==> src/rtl/bus_dvfs_pkg.sv <==
package bus_dvfs_pkg;

  typedef enum logic [2:0] {
    ST_IDLE  = 3'd0,
    ST_VMAIN = 3'd1,
    ST_VSEC  = 3'd2,
    ST_VROLL = 3'd3,
    ST_DWR   = 3'd4,
    ST_DWAIT = 3'd5
  } seq_st_e;

  localparam int GRP_W = 3;

  localparam logic [GRP_W-1:0] G_MC0  = 3'd0;
  localparam logic [GRP_W-1:0] G_MC1  = 3'd1;
  localparam logic [GRP_W-1:0] G_TOP  = 3'd2;
  localparam logic [GRP_W-1:0] G_LBUS = 3'd3;
  localparam logic [GRP_W-1:0] G_RBUS = 3'd4;
  localparam logic [GRP_W-1:0] G_MMED = 3'd5;

  // Frequency in kHz of each operating level; index 0 is the fastest.
  function automatic logic [31:0] lvl_freq(input int unsigned lvl);
    case (lvl)
      0:       return 32'd400000;
      1:       return 32'd267000;
      2:       return 32'd133000;
      default: return 32'd100000;
    endcase
  endfunction

  // Group code written at a given step of the chain.
  function automatic logic [GRP_W-1:0] grp_at(input logic [GRP_W-1:0] step,
                                               input bit ext);
    if (ext)          return step;
    if (step == 3'd0) return G_MC0;
    return step + 3'd1;
  endfunction

  // Busy bits that must drain after a write to each group.
  function automatic logic [31:0] grp_mask(input logic [GRP_W-1:0] grp);
    case (grp)
      G_MC0:          return 32'h1111_1111;
      G_MC1:          return 32'h0011_1111;
      G_TOP:          return 32'h0001_1111;
      G_LBUS, G_RBUS: return 32'h0000_0011;
      G_MMED:         return 32'h0000_1111;
      default:        return 32'h0000_0000;
    endcase
  endfunction

  // Ratio of the controller core divider per level.
  function automatic logic [3:0] core_ratio(input int unsigned lvl);
    case (lvl)
      0:       return 4'd1;
      1:       return 4'd2;
      default: return 4'd5;
    endcase
  endfunction

  // Packed divider word for a group at a level; nibble 0 is the main field.
  function automatic logic [31:0] div_value(input logic [GRP_W-1:0] grp,
                                            input int unsigned lvl);
    logic [3:0] main_f;
    logic [3:0] core_f;
    main_f = 4'(3 + lvl);
    core_f = core_ratio(lvl);
    case (grp)
      G_MC0:          return {8'h00, 4'h1, 4'h1, 4'h1, 4'h1, core_f, main_f};
      G_MC1:          return {20'h00000, 4'h1, core_f, main_f};
      G_TOP:          return {16'h0000, 4'h7, 4'h7, 4'h7, main_f};
      G_LBUS, G_RBUS: return {24'h000000, 4'h1, main_f};
      G_MMED:         return {20'h00000, main_f, main_f, main_f};
      default:        return 32'h0;
    endcase
  endfunction

endpackage

==> src/rtl/bus_dvfs_lvl_match.sv <==
module bus_dvfs_lvl_match
  import bus_dvfs_pkg::*;
#(
  parameter int NUM_LEVELS = 3,
  parameter int FREQ_W     = 20,
  parameter int LVL_W      = 2
) (
  input  logic [FREQ_W-1:0] freq,
  output logic              hit,
  output logic [LVL_W-1:0]  lvl
);

  logic [NUM_LEVELS-1:0] eq;
  logic [31:0]           freq_ext;

  assign freq_ext = {{(32-FREQ_W){1'b0}}, freq};

  for (genvar g = 0; g < NUM_LEVELS; g++) begin : g_cmp
    assign eq[g] = (freq_ext == lvl_freq(g));
  end

  assign hit = |eq;

  always_comb begin
    lvl = '0;
    for (int i = NUM_LEVELS - 1; i >= 0; i--) begin
      if (eq[i]) lvl = LVL_W'(i);
    end
  end

endmodule

==> src/rtl/bus_dvfs_poll_timer.sv <==
module bus_dvfs_poll_timer #(
  parameter int LIMIT = 64
) (
  input  logic clk,
  input  logic rst_n,
  input  logic clr,
  input  logic en,
  output logic expired
);

  localparam int CW = $clog2(LIMIT + 1);

  logic [CW-1:0] cnt_q;

  always_ff @(posedge clk) begin
    if (!rst_n)   cnt_q <= '0;
    else if (clr) cnt_q <= '0;
    else if (en)  cnt_q <= cnt_q + 1'b1;
  end

  assign expired = en && (cnt_q == CW'(LIMIT - 1));

endmodule

==> src/rtl/bus_dvfs_div_path.sv <==
module bus_dvfs_div_path
  import bus_dvfs_pkg::*;
#(
  parameter int EXT_GROUPS = 0,
  parameter int LVL_W      = 2
) (
  input  logic [GRP_W-1:0] step,
  input  logic [LVL_W-1:0] lvl,
  output logic [GRP_W-1:0] grp,
  output logic [31:0]      val,
  output logic [31:0]      mask,
  output logic             last
);

  localparam int NSTEP = (EXT_GROUPS != 0) ? 6 : 4;

  assign grp  = grp_at(step, EXT_GROUPS != 0);
  assign last = (step == GRP_W'(NSTEP - 1));
  assign val  = div_value(grp, int'(lvl));
  assign mask = grp_mask(grp);

endmodule

==> src/rtl/bus_dvfs_seq.sv <==
module bus_dvfs_seq
  import bus_dvfs_pkg::*;
#(
  parameter int NUM_LEVELS = 3,
  parameter int FREQ_W     = 20,
  parameter int POLL_LIMIT = 64,
  parameter int DUAL_RAIL  = 0,
  parameter int EXT_GROUPS = 0,
  localparam int LVL_W     = (NUM_LEVELS > 1) ? $clog2(NUM_LEVELS) : 1
) (
  input  logic              clk,
  input  logic              rst_n,
  input  logic              req,
  input  logic [FREQ_W-1:0] tgt_freq,
  input  logic              suspend,
  input  logic              resume,
  input  logic              volt_ack,
  input  logic              volt_err,
  input  logic [31:0]       div_stat,
  output logic              volt_req,
  output logic              volt_rail,
  output logic [LVL_W-1:0]  volt_lvl,
  output logic              div_we,
  output logic [2:0]        div_grp,
  output logic [31:0]       div_val,
  output logic              busy,
  output logic              done,
  output logic              err,
  output logic              disabled,
  output logic [LVL_W-1:0]  cur_lvl
);

  seq_st_e          st_q, st_d;
  logic [LVL_W-1:0] cur_q, tgt_q;
  logic [GRP_W-1:0] step_q;
  logic             up_q, dis_q, pend_q, done_q, err_q;

  // Named internal events
  logic             hit;
  logic [LVL_W-1:0] hit_lvl;
  logic             req_moves, req_up, quick_done, quick_err;
  logic             take_susp, take_req, volt_phase_ok;
  logic             go_ok, go_fail;
  logic             stat_clear, poll_tmo, last_grp, step_adv;
  logic [31:0]      grp_msk;

  bus_dvfs_lvl_match #(
    .NUM_LEVELS (NUM_LEVELS),
    .FREQ_W     (FREQ_W),
    .LVL_W      (LVL_W)
  ) u_match (
    .freq (tgt_freq),
    .hit  (hit),
    .lvl  (hit_lvl)
  );

  bus_dvfs_div_path #(
    .EXT_GROUPS (EXT_GROUPS),
    .LVL_W      (LVL_W)
  ) u_path (
    .step (step_q),
    .lvl  (tgt_q),
    .grp  (div_grp),
    .val  (div_val),
    .mask (grp_msk),
    .last (last_grp)
  );

  assign stat_clear = ((div_stat & grp_msk) == 32'h0);

  bus_dvfs_poll_timer #(
    .LIMIT (POLL_LIMIT)
  ) u_timer (
    .clk     (clk),
    .rst_n   (rst_n),
    .clr     (div_we),
    .en      ((st_q == ST_DWAIT) && !stat_clear),
    .expired (poll_tmo)
  );

  assign req_up     = (hit_lvl < cur_q);
  assign req_moves  = !dis_q && hit && (hit_lvl != cur_q);
  assign quick_err  = !dis_q && !hit;

  always_comb begin
    st_d          = st_q;
    take_susp     = 1'b0;
    take_req      = 1'b0;
    quick_done    = 1'b0;
    volt_phase_ok = 1'b0;
    go_ok         = 1'b0;
    go_fail       = 1'b0;
    step_adv      = 1'b0;
    case (st_q)
      ST_IDLE: begin
        if (suspend || pend_q) begin
          take_susp = 1'b1;
          st_d      = ST_VMAIN;
        end else if (req) begin
          if (req_moves) begin
            take_req = 1'b1;
            st_d     = req_up ? ST_VMAIN : ST_DWR;
          end else begin
            quick_done = 1'b1;
          end
        end
      end
      ST_VMAIN: begin
        if (volt_err)                 go_fail = 1'b1;
        else if (volt_ack) begin
          if (DUAL_RAIL != 0)         st_d = ST_VSEC;
          else                        volt_phase_ok = 1'b1;
        end
      end
      ST_VSEC: begin
        if (volt_err)                 st_d = ST_VROLL;
        else if (volt_ack)            volt_phase_ok = 1'b1;
      end
      ST_VROLL: begin
        if (volt_ack || volt_err)     go_fail = 1'b1;
      end
      ST_DWR: st_d = ST_DWAIT;
      ST_DWAIT: begin
        if (stat_clear) begin
          if (!last_grp) begin
            step_adv = 1'b1;
            st_d     = ST_DWR;
          end else if (up_q) begin
            go_ok = 1'b1;
          end else begin
            st_d = ST_VMAIN;
          end
        end else if (poll_tmo) begin
          go_fail = 1'b1;
        end
      end
      default: st_d = ST_IDLE;
    endcase
    if (volt_phase_ok) begin
      if (up_q) st_d  = ST_DWR;
      else      go_ok = 1'b1;
    end
    if (go_ok || go_fail) st_d = ST_IDLE;
  end

  always_ff @(posedge clk) begin
    if (!rst_n) begin
      st_q   <= ST_IDLE;
      cur_q  <= '0;
      tgt_q  <= '0;
      step_q <= '0;
      up_q   <= 1'b0;
      dis_q  <= 1'b0;
      pend_q <= 1'b0;
      done_q <= 1'b0;
      err_q  <= 1'b0;
    end else begin
      st_q   <= st_d;
      done_q <= go_ok || go_fail || quick_done;
      err_q  <= go_fail || (quick_done && quick_err);

      if (suspend)     dis_q <= 1'b1;
      else if (resume) dis_q <= 1'b0;

      if (suspend && (st_q != ST_IDLE)) pend_q <= 1'b1;
      else if (take_susp)               pend_q <= 1'b0;

      if (take_susp) begin
        tgt_q <= '0;
        up_q  <= 1'b1;
      end else if (take_req) begin
        tgt_q <= hit_lvl;
        up_q  <= req_up;
      end

      if (take_susp || take_req || (volt_phase_ok && up_q)) step_q <= '0;
      else if (step_adv)                                     step_q <= step_q + 3'd1;

      if (go_ok) cur_q <= tgt_q;
    end
  end

  assign volt_req  = (st_q == ST_VMAIN) || (st_q == ST_VSEC) || (st_q == ST_VROLL);
  assign volt_rail = (st_q == ST_VSEC);
  assign volt_lvl  = (st_q == ST_VROLL) ? cur_q : tgt_q;
  assign div_we    = (st_q == ST_DWR);
  assign busy      = (st_q != ST_IDLE);
  assign done      = done_q;
  assign err       = err_q;
  assign disabled  = dis_q;
  assign cur_lvl   = cur_q;

endmodule

==> config.mk <==
export PLATFORM = sky130hd
export DESIGN_NAME = bus_dvfs_seq
export DESIGN_NICKNAME = d
export VERILOG_FILES = /design/src/rtl/bus_dvfs_pkg.sv /design/src/rtl/bus_dvfs_lvl_match.sv /design/src/rtl/bus_dvfs_poll_timer.sv /design/src/rtl/bus_dvfs_div_path.sv /design/src/rtl/bus_dvfs_seq.sv
export SDC_FILE = /design/constraint.sdc
export NUM_CORES = 1
export LEC_CHECK = 0
export CORE_MARGIN = 3
export CORE_UTILIZATION = 41
export DETAILED_ROUTE_END_ITERATION = 16
export GPL_TIMING_DRIVEN = 0
export PLACE_DENSITY = 0.81
export SETUP_SLACK_MARGIN = 0.4
export SYNTH_ARGS = -nofsm -noshare
export SYNTH_HDL_FRONTEND = slang
export SYNTH_HIERARCHICAL = 1
export SYNTH_SLANG_ARGS = --single-unit
export TNS_END_PERCENT = 1
==> constraint.sdc <==
create_clock -name clk -period 4.35 [get_ports clk]
set_input_delay 1.305 -clock clk [delete_from_list [all_inputs] [get_ports clk]]
set_output_delay 1.305 -clock clk [all_outputs]
set_load 0.01 [all_outputs]
==> run_results.csv <==
group,metric,value,unit
status,status,"complete, no violations",
cts,cts_buffers,3,
routing,drc,0,
power,peakVddDrop,0.227,mV
yosys,synth_edf_count,0,
floorplanning,pin_count,105,
yosys,yosys_warnings,6,
yosys,synth_seq_cells,22,
placement,post-dp-hpwl,4.43,mm
power,p_per_area,159,nW/um^2
sta,fmax,260,MHz
sta,setup_tns,0,ps
critical_path,r2r_slack,1040,ps
cts,root_buffer,"clkbuf_8",
cts,htreeDepth,1,
power,leakage,0.00140,uW
placement,port_buffers,86,
routing,drt_iter0_markers,72,
critical_path,start_kind,"flop",
cells_and_area,final_area,3280,sq um
min_path,worstHoldPathType,"flop to flop",
cells_and_area,fin_cells,469,
sta,layout_min_cycle_time,3840,ps
sta,timing.final.crit_share,0.883,
global_routing,antenna_found_initial,0,
cts,cts_max_path_buffers,2,
routing,routed_wl,5.27,mm
cells_and_area,area_growth,55.7,%
floorplanning,design.core.area,4850,sq um
critical_path,crit_fanout,8,
yosys,ys_seq_area_frac,0.209,
yosys,async_flop_share,0,
sta,slew_viol_final,0,
critical_path,path_class,"flop to primary output",
global_routing,grt_max_degree,13,
sta,rsz0062_at_grt,"true",
flow_run,cap_violations,0,
routing,wl_per_cell,11.2,microns
floorplanning,dieArea,6030,sq um
cells_and_area,antennaDiodeCount,0,
yosys,syn_inst,270,
global_routing,grt_overflow,0,
cells_and_area,final_layout_size_suffix_gt1_frac,0.187,
floorplanning,initial_core_util,0.435,
cells_and_area,utilization,0.677,
routing,vias,2201,
routing,vias_per_cell,4.69,
placement,placed_cells,464,
cts,cts_tree,"yes",
critical_path,critical_path_required,3040,ps
placement,gp_congestion,0.815,
global_routing,grt_usage,0.170,
floorplanning,rows,25,
routing,drt_pre_antenna_iters,4,
cts,cts.sinks,22,
sta,relSlewSlack,0.670,
sta,finalSetupViolCount,0,
yosys,syn_area_per_cell,7.80,sq um
sta,tightest_slew,490,ps
global_routing,grt_pass1_wl,8.85,mm
cts,insertion_delay,260,ps
floorplanning,die_w,77.7,microns
yosys,synth_cell_type_count,50,
yosys,synth_flop_cell,"dfxtp_1",
floorplanning,die_y,77.7,microns
cells_and_area,final_cell_mix,"clkdlybuf4s50_1 (86), buf_4 (51), conb_1 (42)",
cells_and_area,nets,474,
cts,clk_pin_slew,70,ps
sta,finalWorstSetupSlack,511,ps
global_routing,grt_pass1_vias,2062,
sta,skew,1.68,ps
placement,place_area,3210,sq um
sta,hold_viol,0,
yosys,synth_area,2110,sq um
critical_path,worst_setup_path_end_kind,"primary output",
routing,antenna_left,0,
placement,place_ws,141,ps
critical_path,arrival,2530,ps
cells_and_area,final_common_cell,"clkdlybuf4s50_1",
[worst max-delay path, cell delays in order (launching register included)]
cell	delay, ps
dfxtp_2	370
ha_1	210
ha_1	350
or4_4	600
o221ai_2	180
clkdlybuf4s50_1	560
[sequential cells by signal, summed over array words and instances, names as in the netlist]
register,flops
cur_lvl,2
disabled,1
done,1
err,1
pend_q,1
st_q,3
step_q,3
tgt_q,2
u_timer/cnt_q,7
up_q,1
[report_power, final]
| group | internal, uW | leakage, uW | total, uW | switching (uW) |
|---|---|---|---|---|
| clock | 80.7 | 0.0000288 | 144 | 63.6 |
| combinational | 104 | 0.00119 | 165 | 60.5 |
| sequential | 208 | 0.000179 | 212 | 3.92 |
| total | 393 | 0.00140 | 521 | 128 |
[layout make-up]
type                            count  area (sq um)
Multi-Input combinational cell    219          1370
Fill cell                         418          1570
Buffer                             54           400
Tap cell                           67          83.8
Inverter                           16          60.1
Clock buffer                        4          55.1
Sequential cell                    22           442
Timing Repair Buffer               87           868
[metrics by stage]
stage	hold WS (ps)	total power, uW
floorplan	449	303
global placement	459	377
detailed placement	465	378
CTS	476	523
global route	514	548
finish	480	521
[Yosys cell counts (4+ instances only)]
master   count  area [sq um]
buf_4       50           375
nor2_1      26          97.6
dfxtp_1     22           440
a22oi_1     16           120
inv_1       16          60.1
nand2_1     16          60.1
a21oi_1     12          60.1
ha_1        12           150
nand4_1      9          56.3
o21ai_0      9          45.0
nor2b_1      6          37.5
nor3_1       6          30.0
mux2i_1      5          50.1
o22ai_1      5          31.3
nor3b_1      4          30.0
or3_1        4          25.0
xor2_1       4          35.0
[cells by family after synthesis]
kind of cell	after synthesis	share of synthesized area
and+or+nand+nor	92	0.244
buffers and inverters	70	0.218
AOI/OAI and AO/OA	61	0.202
DFF	22	0.209
adders and majority gates	12	0.0713
xor gates and xnor gates	6	0.0249
muxes	6	0.0291
other	1	0.00178
[path summary, 6_finish.rpt]
| check | from | to | depth (start not counted) |
|---|---|---|---|
| worst max register to register | step_q[0] | done | 14 |
| worst min-delay path | u_timer/cnt_q[6] | u_timer/cnt_q[6] | 2 |
| worst max-delay path | step_q[0] | div_val[6] | 5 |
| worst min register to register | u_timer/cnt_q[6] | u_timer/cnt_q[6] | 2 |
[timing repair]
action / in CTS / in global routing
buffers inserted: 0 / 1
resized for setup: 1 / 4
hold buffers: 0 / 0
endpoints found under the setup margin: 2 / 17
pin swaps: 0 / 1
[layer usage]
layer / wire length (microns) / share of wire / GRT usage
met3: 396 / 0.075 / 0.0394
met2: 2700 / 0.51 / 0.328
met5: 0 / 0 / 0
met4: 29 / 0.0055 / 0.0160
met1: 2140 / 0.41 / 0.195
(Power assumes the default switching activity.)
